==> src/rtl/brtc_pkg.sv <==
package brtc_pkg;
  localparam logic [5:0] OFF_CTRL   = 6'h00;
  localparam logic [5:0] OFF_MODE   = 6'h04;
  localparam logic [5:0] OFF_PRE    = 6'h08;
  localparam logic [5:0] OFF_ALM_LO = 6'h0C;
  localparam logic [5:0] OFF_ALM_HI = 6'h10;
  localparam logic [5:0] OFF_CMP_LO = 6'h14;
  localparam logic [5:0] OFF_CMP_HI = 6'h18;
  localparam logic [5:0] OFF_TIM_LO = 6'h20;
  localparam logic [5:0] OFF_TIM_HI = 6'h24;

  localparam int B_START = 0;
  localparam int B_STOP  = 1;
  localparam int B_AON   = 2;
  localparam int B_AOFF  = 3;
  localparam int B_RST   = 4;
  localparam int B_UPL   = 5;
  localparam int B_DOWN  = 6;
  localparam int B_MATCH = 7;
  localparam int B_WCLR  = 8;
  localparam int B_WSET  = 9;
  localparam int B_UPD   = 10;

  localparam int M_CAL  = 0;
  localparam int M_WEN  = 1;
  localparam int M_WRST = 2;
  localparam int M_WCON = 3;
endpackage

==> src/rtl/brtc_prescale.sv <==
module brtc_prescale #(
  parameter int PRE_W = 26
) (
  input  logic             clk,
  input  logic             rst_n,
  input  logic             run,
  input  logic             restart,
  input  logic [PRE_W-1:0] period,
  output logic             tick
);
  localparam logic [PRE_W-1:0] ONE = PRE_W'(1);

  logic [PRE_W-1:0] cnt_q, cnt_d;
  logic             cnt_en;

  assign tick = run && !restart && (cnt_q >= period);

  always_comb begin
    cnt_en = restart || run;
    if (restart || tick) cnt_d = '0;
    else                 cnt_d = cnt_q + ONE;
  end

  always_ff @(posedge clk or negedge rst_n) begin
    if (!rst_n)      cnt_q <= '0;
    else if (cnt_en) cnt_q <= cnt_d;
  end
endmodule

==> src/rtl/brtc_counter.sv <==
module brtc_counter #(
  parameter int CNT_W = 62,
  parameter int ALM_W = 43
) (
  input  logic             clk,
  input  logic             rst_n,
  input  logic             tick,
  input  logic             load,
  input  logic [CNT_W-1:0] load_val,
  input  logic             clear,
  input  logic             alarm_en,
  input  logic [ALM_W-1:0] alarm,
  input  logic [CNT_W-1:0] mask,
  input  logic             wake_reset,
  output logic [CNT_W-1:0] count,
  output logic             hit
);
  localparam int PAD_W = CNT_W - ALM_W;
  localparam logic [CNT_W-1:0] ONE = CNT_W'(1);

  logic [CNT_W-1:0] cnt_q, cnt_d, cnt_inc, alm_ext;
  logic             cnt_en;

  assign alm_ext = {{PAD_W{1'b0}}, alarm};
  assign cnt_inc = cnt_q + ONE;
  assign hit     = tick && alarm_en && !load && !clear &&
                   (((cnt_inc ^ alm_ext) & mask) == '0);
  assign count   = cnt_q;

  always_comb begin
    cnt_en = clear || load || tick;
    if (clear)                   cnt_d = '0;
    else if (load)               cnt_d = load_val;
    else if (hit && wake_reset)  cnt_d = '0;
    else                         cnt_d = cnt_inc;
  end

  always_ff @(posedge clk or negedge rst_n) begin
    if (!rst_n)      cnt_q <= '0;
    else if (cnt_en) cnt_q <= cnt_d;
  end
endmodule

==> src/rtl/brtc_regfile.sv <==
module brtc_regfile
  import brtc_pkg::*;
#(
  parameter int CNT_W = 62,
  parameter int ALM_W = 43,
  parameter int PRE_W = 26
) (
  input  logic             clk,
  input  logic             rst_n,
  input  logic [5:0]       bus_addr,
  input  logic             bus_we,
  input  logic [31:0]      bus_wdata,
  input  logic             bus_re,
  output logic [31:0]      bus_rdata,
  input  logic [CNT_W-1:0] count,
  input  logic             hit,
  output logic             run,
  output logic             restart,
  output logic             load,
  output logic             clear,
  output logic [CNT_W-1:0] load_val,
  output logic             alarm_en,
  output logic [ALM_W-1:0] alarm,
  output logic [CNT_W-1:0] mask,
  output logic             wake_reset,
  output logic [PRE_W-1:0] period,
  output logic             wake_irq
);
  localparam int CHI_W = CNT_W - 32;
  localparam int AHI_W = ALM_W - 32;

  logic             run_q, run_d;
  logic             aen_q, aen_d;
  logic             pend_q, pend_d;
  logic             match_q, match_d;
  logic             upd_q, upd_d;
  logic             upl_q, upl_d;
  logic [3:0]       mode_q;
  logic [PRE_W-1:0] pre_q;
  logic [ALM_W-1:0] alm_q, alm_d;
  logic [CNT_W-1:0] cmp_q, cmp_d;
  logic [CNT_W-1:0] hold_q, hold_d;

  logic ctrl_wr, mode_wr, pre_wr, alm_wr, cmp_wr, hold_wr;
  logic s_start, s_stop, s_aon, s_aoff, s_rst, s_upl, s_down, s_wclr, s_wset;

  always_comb begin
    ctrl_wr = bus_we && (bus_addr == OFF_CTRL);
    mode_wr = bus_we && (bus_addr == OFF_MODE);
    pre_wr  = bus_we && (bus_addr == OFF_PRE);
    alm_wr  = bus_we && ((bus_addr == OFF_ALM_LO) || (bus_addr == OFF_ALM_HI));
    cmp_wr  = bus_we && ((bus_addr == OFF_CMP_LO) || (bus_addr == OFF_CMP_HI));
    s_start = ctrl_wr && bus_wdata[B_START];
    s_stop  = ctrl_wr && bus_wdata[B_STOP];
    s_aon   = ctrl_wr && bus_wdata[B_AON];
    s_aoff  = ctrl_wr && bus_wdata[B_AOFF];
    s_rst   = ctrl_wr && bus_wdata[B_RST];
    s_upl   = ctrl_wr && bus_wdata[B_UPL];
    s_down  = ctrl_wr && bus_wdata[B_DOWN];
    s_wclr  = ctrl_wr && bus_wdata[B_WCLR];
    s_wset  = ctrl_wr && bus_wdata[B_WSET];
    hold_wr = s_down || (bus_we && ((bus_addr == OFF_TIM_LO) || (bus_addr == OFF_TIM_HI)));
  end

  // next-state for control status
  always_comb begin
    run_d = run_q;
    if (s_stop)       run_d = 1'b0;
    else if (s_start) run_d = 1'b1;

    aen_d = aen_q;
    if (s_aoff)      aen_d = 1'b0;
    else if (s_aon)  aen_d = 1'b1;

    pend_d = pend_q;
    if ((hit && mode_q[M_WEN]) || s_wset) pend_d = 1'b1;
    if (s_wclr || s_aoff)                 pend_d = 1'b0;

    match_d = match_q;
    if (hit)              match_d = 1'b1;
    if (s_wclr || s_aoff) match_d = 1'b0;

    upd_d = ctrl_wr ? s_down : upd_q;
    upl_d = ctrl_wr ? s_upl  : upl_q;
  end

  // next-state for wide data registers
  always_comb begin
    alm_d = alm_q;
    if (bus_addr == OFF_ALM_LO) alm_d[31:0]      = bus_wdata;
    else                        alm_d[ALM_W-1:32] = bus_wdata[AHI_W-1:0];

    cmp_d = cmp_q;
    if (bus_addr == OFF_CMP_LO) cmp_d[31:0]      = bus_wdata;
    else                        cmp_d[CNT_W-1:32] = bus_wdata[CHI_W-1:0];

    hold_d = hold_q;
    if (s_down)                      hold_d = count;
    else if (bus_addr == OFF_TIM_LO) hold_d[31:0] = bus_wdata;
    else                             hold_d[CNT_W-1:32] = bus_wdata[CHI_W-1:0];
  end

  always_ff @(posedge clk or negedge rst_n) begin
    if (!rst_n) begin
      run_q   <= 1'b0;
      aen_q   <= 1'b0;
      pend_q  <= 1'b0;
      match_q <= 1'b0;
      upd_q   <= 1'b0;
      upl_q   <= 1'b0;
    end else begin
      run_q   <= run_d;
      aen_q   <= aen_d;
      pend_q  <= pend_d;
      match_q <= match_d;
      upd_q   <= upd_d;
      upl_q   <= upl_d;
    end
  end

  always_ff @(posedge clk or negedge rst_n) begin
    if (!rst_n) begin
      mode_q <= '0;
      pre_q  <= '0;
      alm_q  <= '0;
      cmp_q  <= '1;
      hold_q <= '0;
    end else begin
      if (mode_wr) mode_q <= bus_wdata[3:0];
      if (pre_wr)  pre_q  <= bus_wdata[PRE_W-1:0];
      if (alm_wr)  alm_q  <= alm_d;
      if (cmp_wr)  cmp_q  <= cmp_d;
      if (hold_wr) hold_q <= hold_d;
    end
  end

  always_comb begin
    bus_rdata = '0;
    if (bus_re) begin
      case (bus_addr)
        OFF_CTRL: begin
          bus_rdata[B_START] = run_q;
          bus_rdata[B_AON]   = aen_q;
          bus_rdata[B_UPL]   = upl_q;
          bus_rdata[B_MATCH] = match_q;
          bus_rdata[B_WSET]  = pend_q;
          bus_rdata[B_UPD]   = upd_q;
        end
        OFF_MODE:   bus_rdata[3:0]       = mode_q;
        OFF_PRE:    bus_rdata[PRE_W-1:0] = pre_q;
        OFF_ALM_LO: bus_rdata            = alm_q[31:0];
        OFF_ALM_HI: bus_rdata[AHI_W-1:0] = alm_q[ALM_W-1:32];
        OFF_CMP_LO: bus_rdata            = cmp_q[31:0];
        OFF_CMP_HI: bus_rdata[CHI_W-1:0] = cmp_q[CNT_W-1:32];
        OFF_TIM_LO: bus_rdata            = hold_q[31:0];
        OFF_TIM_HI: bus_rdata[CHI_W-1:0] = hold_q[CNT_W-1:32];
        default:    bus_rdata            = '0;
      endcase
    end
  end

  assign run        = run_q;
  assign restart    = s_rst || s_upl;
  assign load       = s_upl;
  assign clear      = s_rst;
  assign load_val   = hold_q;
  assign alarm_en   = aen_q;
  assign alarm      = alm_q;
  assign mask       = cmp_q;
  assign wake_reset = mode_q[M_WRST];
  assign period     = pre_q;
  assign wake_irq   = pend_q;
endmodule

==> src/rtl/brtc_top.sv <==
module brtc_top #(
  parameter int CNT_W = 62,
  parameter int ALM_W = 43,
  parameter int PRE_W = 26
) (
  input  logic        clk,
  input  logic        rst_n,
  input  logic [5:0]  bus_addr,
  input  logic        bus_we,
  input  logic [31:0] bus_wdata,
  input  logic        bus_re,
  output logic [31:0] bus_rdata,
  output logic        wake_irq
);
  logic [1:0]       rs_q;
  logic             rst_i;
  logic             run_w, restart_w, load_w, clear_w, aen_w, wrst_w, tick_w, hit_w;
  logic [CNT_W-1:0] count_w, load_val_w, mask_w;
  logic [ALM_W-1:0] alarm_w;
  logic [PRE_W-1:0] period_w;

  // asynchronous assert, synchronous release
  always_ff @(posedge clk or negedge rst_n) begin
    if (!rst_n) rs_q <= 2'b00;
    else        rs_q <= {rs_q[0], 1'b1};
  end
  assign rst_i = rs_q[1];

  brtc_regfile #(.CNT_W(CNT_W), .ALM_W(ALM_W), .PRE_W(PRE_W)) u_regs (
    .clk(clk), .rst_n(rst_i),
    .bus_addr(bus_addr), .bus_we(bus_we), .bus_wdata(bus_wdata),
    .bus_re(bus_re), .bus_rdata(bus_rdata),
    .count(count_w), .hit(hit_w),
    .run(run_w), .restart(restart_w), .load(load_w), .clear(clear_w),
    .load_val(load_val_w), .alarm_en(aen_w), .alarm(alarm_w), .mask(mask_w),
    .wake_reset(wrst_w), .period(period_w), .wake_irq(wake_irq)
  );

  brtc_prescale #(.PRE_W(PRE_W)) u_pre (
    .clk(clk), .rst_n(rst_i), .run(run_w), .restart(restart_w),
    .period(period_w), .tick(tick_w)
  );

  brtc_counter #(.CNT_W(CNT_W), .ALM_W(ALM_W)) u_cnt (
    .clk(clk), .rst_n(rst_i), .tick(tick_w), .load(load_w), .load_val(load_val_w),
    .clear(clear_w), .alarm_en(aen_w), .alarm(alarm_w), .mask(mask_w),
    .wake_reset(wrst_w), .count(count_w), .hit(hit_w)
  );
endmodule

==> config.mk <==
export PLATFORM = sky130hd
export DESIGN_NAME = brtc_top
export DESIGN_NICKNAME = d
export VERILOG_FILES = /design/src/rtl/brtc_pkg.sv /design/src/rtl/brtc_prescale.sv /design/src/rtl/brtc_counter.sv /design/src/rtl/brtc_regfile.sv /design/src/rtl/brtc_top.sv
export SDC_FILE = /design/constraint.sdc
export NUM_CORES = 1
export LEC_CHECK = 0
export BUFFER_PORTS_ARGS = -buffer_cell sky130_fd_sc_hd__buf_2
export CORE_ASPECT_RATIO = 1.75
export CORE_MARGIN = 5
export CORE_UTILIZATION = 58
export CTS_BUF_LIST = sky130_fd_sc_hd__clkbuf_8
export DETAILED_ROUTE_END_ITERATION = 6
export GPL_TIMING_DRIVEN = 0
export PLACE_DENSITY = 0.9
export REMOVE_ABC_BUFFERS = 1
export SETUP_SLACK_MARGIN = 0.15
export SYNTH_ARGS = -nofsm -noshare
export SYNTH_HDL_FRONTEND = slang
export SYNTH_HIERARCHICAL = 1
export SYNTH_SLANG_ARGS = --single-unit
==> constraint.sdc <==
create_clock -name clk -period 8.15 [get_ports clk]
set_clock_uncertainty 0.05 [all_clocks]
set_input_delay 0 -clock clk [delete_from_list [all_inputs] [get_ports clk]]
set_output_delay 0 -clock clk [all_outputs]
set_load 0.02 [all_outputs]
==> impl_metrics.ini <==
[floorplanning]
coreArea_sq_mm = 0.0308
die_height_um = 244
start_util_pct = 58.7
design.die.area_sq_mm = 0.0350
rows = 85
die_w_um = 144
io_pins = 75

[placement]
gpl.final_weighted_congestion = 1.00
dp_slack_ps = 879
port_buffers = 74
dp_hpwl_um = 46300
post_dp_cell_area_sq_mm = 0.0187

[global_route]
overflow = 0
use_met2_pct = 60.4
first_global_vias = 16512
grt_max_degree = 74
antenna_found_initial = 2
grt-busiest-layer = met2
globalRouteMet3Util_pct = 6.04
track_usage_pct = 36.9
grt_pass1_wl_um = 98400
grt_use_met1_pct = 40.4

[clocking]
clk_latency_ps = 610
numCtsBuffers = 45
cts.sinks = 293
cts.path.max_buffers = 3
cts_tree = done
clk_pin_slew_ps = 70
root_buffer = clkbuf_8
htreeDepth = 2

[worst_hold_path]
hp-class = in -> reg

[sta]
fmax_ghz = 0.132
hold_viol_final = 0
min_period_over_period_pct = 93.1
worstMarginPinSlew_ps = 1590
fin_crit_ps = 7590
rsz0062_at_grt = no
timing.slew.headroom_pct = -6.47
setup_ws_ps = 560
slew_viol_final = 12
fin_tns_setup_ps = 0
setup_viol = 0
hold_slack_ps = 46.6

[pwr]
p_per_area_mw_per_mm2 = 195
vdd_ir_drop_max_mv = 0.174
total_power_uw = 3920
p_leak_uw = 0.00886

[layout]
finalNetCount = 1907
syn_to_final_growth_pct = 10.9
layout_common_cells = dfrtp_1 (230), nand2_1 (120), a22oi_1 (98)
stdcell_area_sq_mm = 0.0201
mostFrequentLayoutCell = dfrtp_1
drive_gt1_share_pct = 22.4

[setup_path]
worstPathRequired_ps = 8530
arrival_ps = 7970
criticalPathCategory = reg -> reg
cp_max_fo = 28
critPathCaptureType = register
critPathLaunchType = register

[yosys]
synth_area_sq_mm = 0.0181
synth_warnings = 6
yosysSeqAreaShare_pct = 41.0
synth_cell_type_count = 93
async_reset_ff_share_pct = 100
synth-seq-cells = 293
avgSynthCellArea_sq_um = 10.1
ys.flop_type = dfrtp_1
synth-edff-count = 0
syn_inst = 1793

[detailed_routing]
routed_wl_um = 65500
vias_per_cell = 7.18
ant_nets = 0
detail_route.first_pass.iterations = 7
wl_per_cell_um = 28.9
vias = 16268
route.detailed.drc = 0
drt_iter0_markers = 1897

[outcome]
outcome = complete, but fails checks
violations = capacitance limit, slew limit

[job]
maxCapViolCount = 2
final timing paths:
kind                                          startpoint                               to  slack, ps  depth (start not counted)
max reg2reg                u_regs/period[24]$_DFFE_PN0P_      u_cnt/count[33]$_DFFE_PN0P_        560                         17
min                                          bus_addr[0]  u_regs/load_val[38]$_DFFE_PN0P_         50                          4
max                        u_regs/period[24]$_DFFE_PN0P_      u_cnt/count[33]$_DFFE_PN0P_        560                         17
max in group asynchronous              rs_q[1]$_DFF_PN0_      u_regs/mask[25]$_DFFE_PN1P_       6170                          3
min reg2reg                            rs_q[0]$_DFF_PN0_                rs_q[1]$_DFF_PN0_        300                          0
min in group asynchronous                          rst_n                rs_q[1]$_DFF_PN0_        190                          3
flip-flops by register name (all words and copies together) (netlist names), 2 cells and up:
signal / count
u_regs/mode_q: 4
rs_q: 2
u_regs/alarm: 43
u_regs/mask: 62
u_cnt/count: 62
u_regs/period: 26
u_regs/load_val: 62
u_pre/cnt_q: 26
metal layers:
layer	wire, um	share of wire, %
met1	21200	32
met2	31300	48
met3	5190	7.9
met4	7870	12
met5	0	0
synth_stat cells (7+ instances only):
master / instances / area (sq um)
nor3_1: 35 / 175
or4_1: 15 / 113
a32o_1: 7 / 70.1
nand2b_1: 10 / 62.6
o311ai_0: 7 / 61.3
or3_1: 15 / 93.8
mux2_4: 50 / 751
a41oi_1: 10 / 87.6
clkbuf_1: 55 / 206
buf_6: 14 / 158
xor2_1: 47 / 412
mux2_1: 14 / 158
buf_2: 44 / 220
o211ai_1: 16 / 120
mux2_2: 72 / 811
ha_1: 28 / 350
xnor2_1: 73 / 639
nand3_1: 61 / 305
mux2i_1: 65 / 651
and2_1: 8 / 50.1
buf_4: 7 / 52.6
and3_1: 25 / 156
a31oi_1: 24 / 150
nor2_1: 99 / 372
o31ai_1: 10 / 75.1
a22oi_1: 98 / 736
nor3_2: 22 / 220
nor4_2: 7 / 87.6
a222oi_1: 9 / 90.1
buf_1: 10 / 37.5
dfstp_2: 62 / 1630
nand2_1: 120 / 450
or2_2: 8 / 50.1
a221o_1: 8 / 80.1
o21ai_0: 39 / 195
a21oi_1: 95 / 475
inv_1: 54 / 203
nand3b_1: 7 / 52.6
dfrtp_1: 231 / 5780
and4_1: 13 / 114
nand4_1: 58 / 363
nor4_1: 25 / 156
cells by family after synthesis:
family	after synthesis	share of synthesized area [%]
multiplexers	201	13.1
other	1	0.0207
flip-flops	293	41.0
AND/OR/NAND/NOR	570	17.9
buffers and inverters	189	5.04
adder cells (fa/ha/maj)	28	1.94
AO/OA/AOI/OAI	391	15.2
XOR/XNOR	120	5.81
critical path, stage by stage (launching register included):
cell and delay (ps):
dfrtp_1 370, inv_1 190, ha_1 380, nand4_1 200
nor4_2 540, o41ai_4 280, a31oi_4 790, nor2b_4 870
nor3b_1 960, nand2_1 110, a211o_1 370, and4b_1 320
nand4_1 140, nor3_1 180, and4b_4 310, nand2_2 290
nand2_1 760, o21ai_0 260
area by class of cell:
type | count | area, sq um
fill | 2318 | 10800
multi-input combinational | 1311 | 9810
sequential | 293 | 7410
timing repair buffer | 131 | 1130
clock buffer | 61 | 840
tap | 391 | 489
inverter | 55 | 206
clock inverter | 21 | 178
antenna | 2 | 5.00
power by group:
group	total, uW	leakage (uW)	switching, uW	internal, uW
Clock	1390	0.000567	624	766
Sequential	1920	0.00364	242	1670
Combinational	614	0.00465	317	297
Total	3920	0.00886	1180	2740
metrics by stage:
| stage | util, % | std cells |
|---|---|---|
| 2_1_floorplan | - | 1659 |
| 3_3_place_gp | 59.2 | 2124 |
| 3_5_place_dp | 60.5 | 2143 |
| 4_1_cts | 65.1 | 2263 |
| 5_1_grt | 65.1 | 2264 |
| 6_report | 65.1 | 2265 |
timing repair:
action,CTS,global route
hold buffers,38,0
endpoints found under the hold margin,205,0
buffers inserted,0,0
resized for setup,0,0
Note: power is estimated with default switching activity, not from simulation.
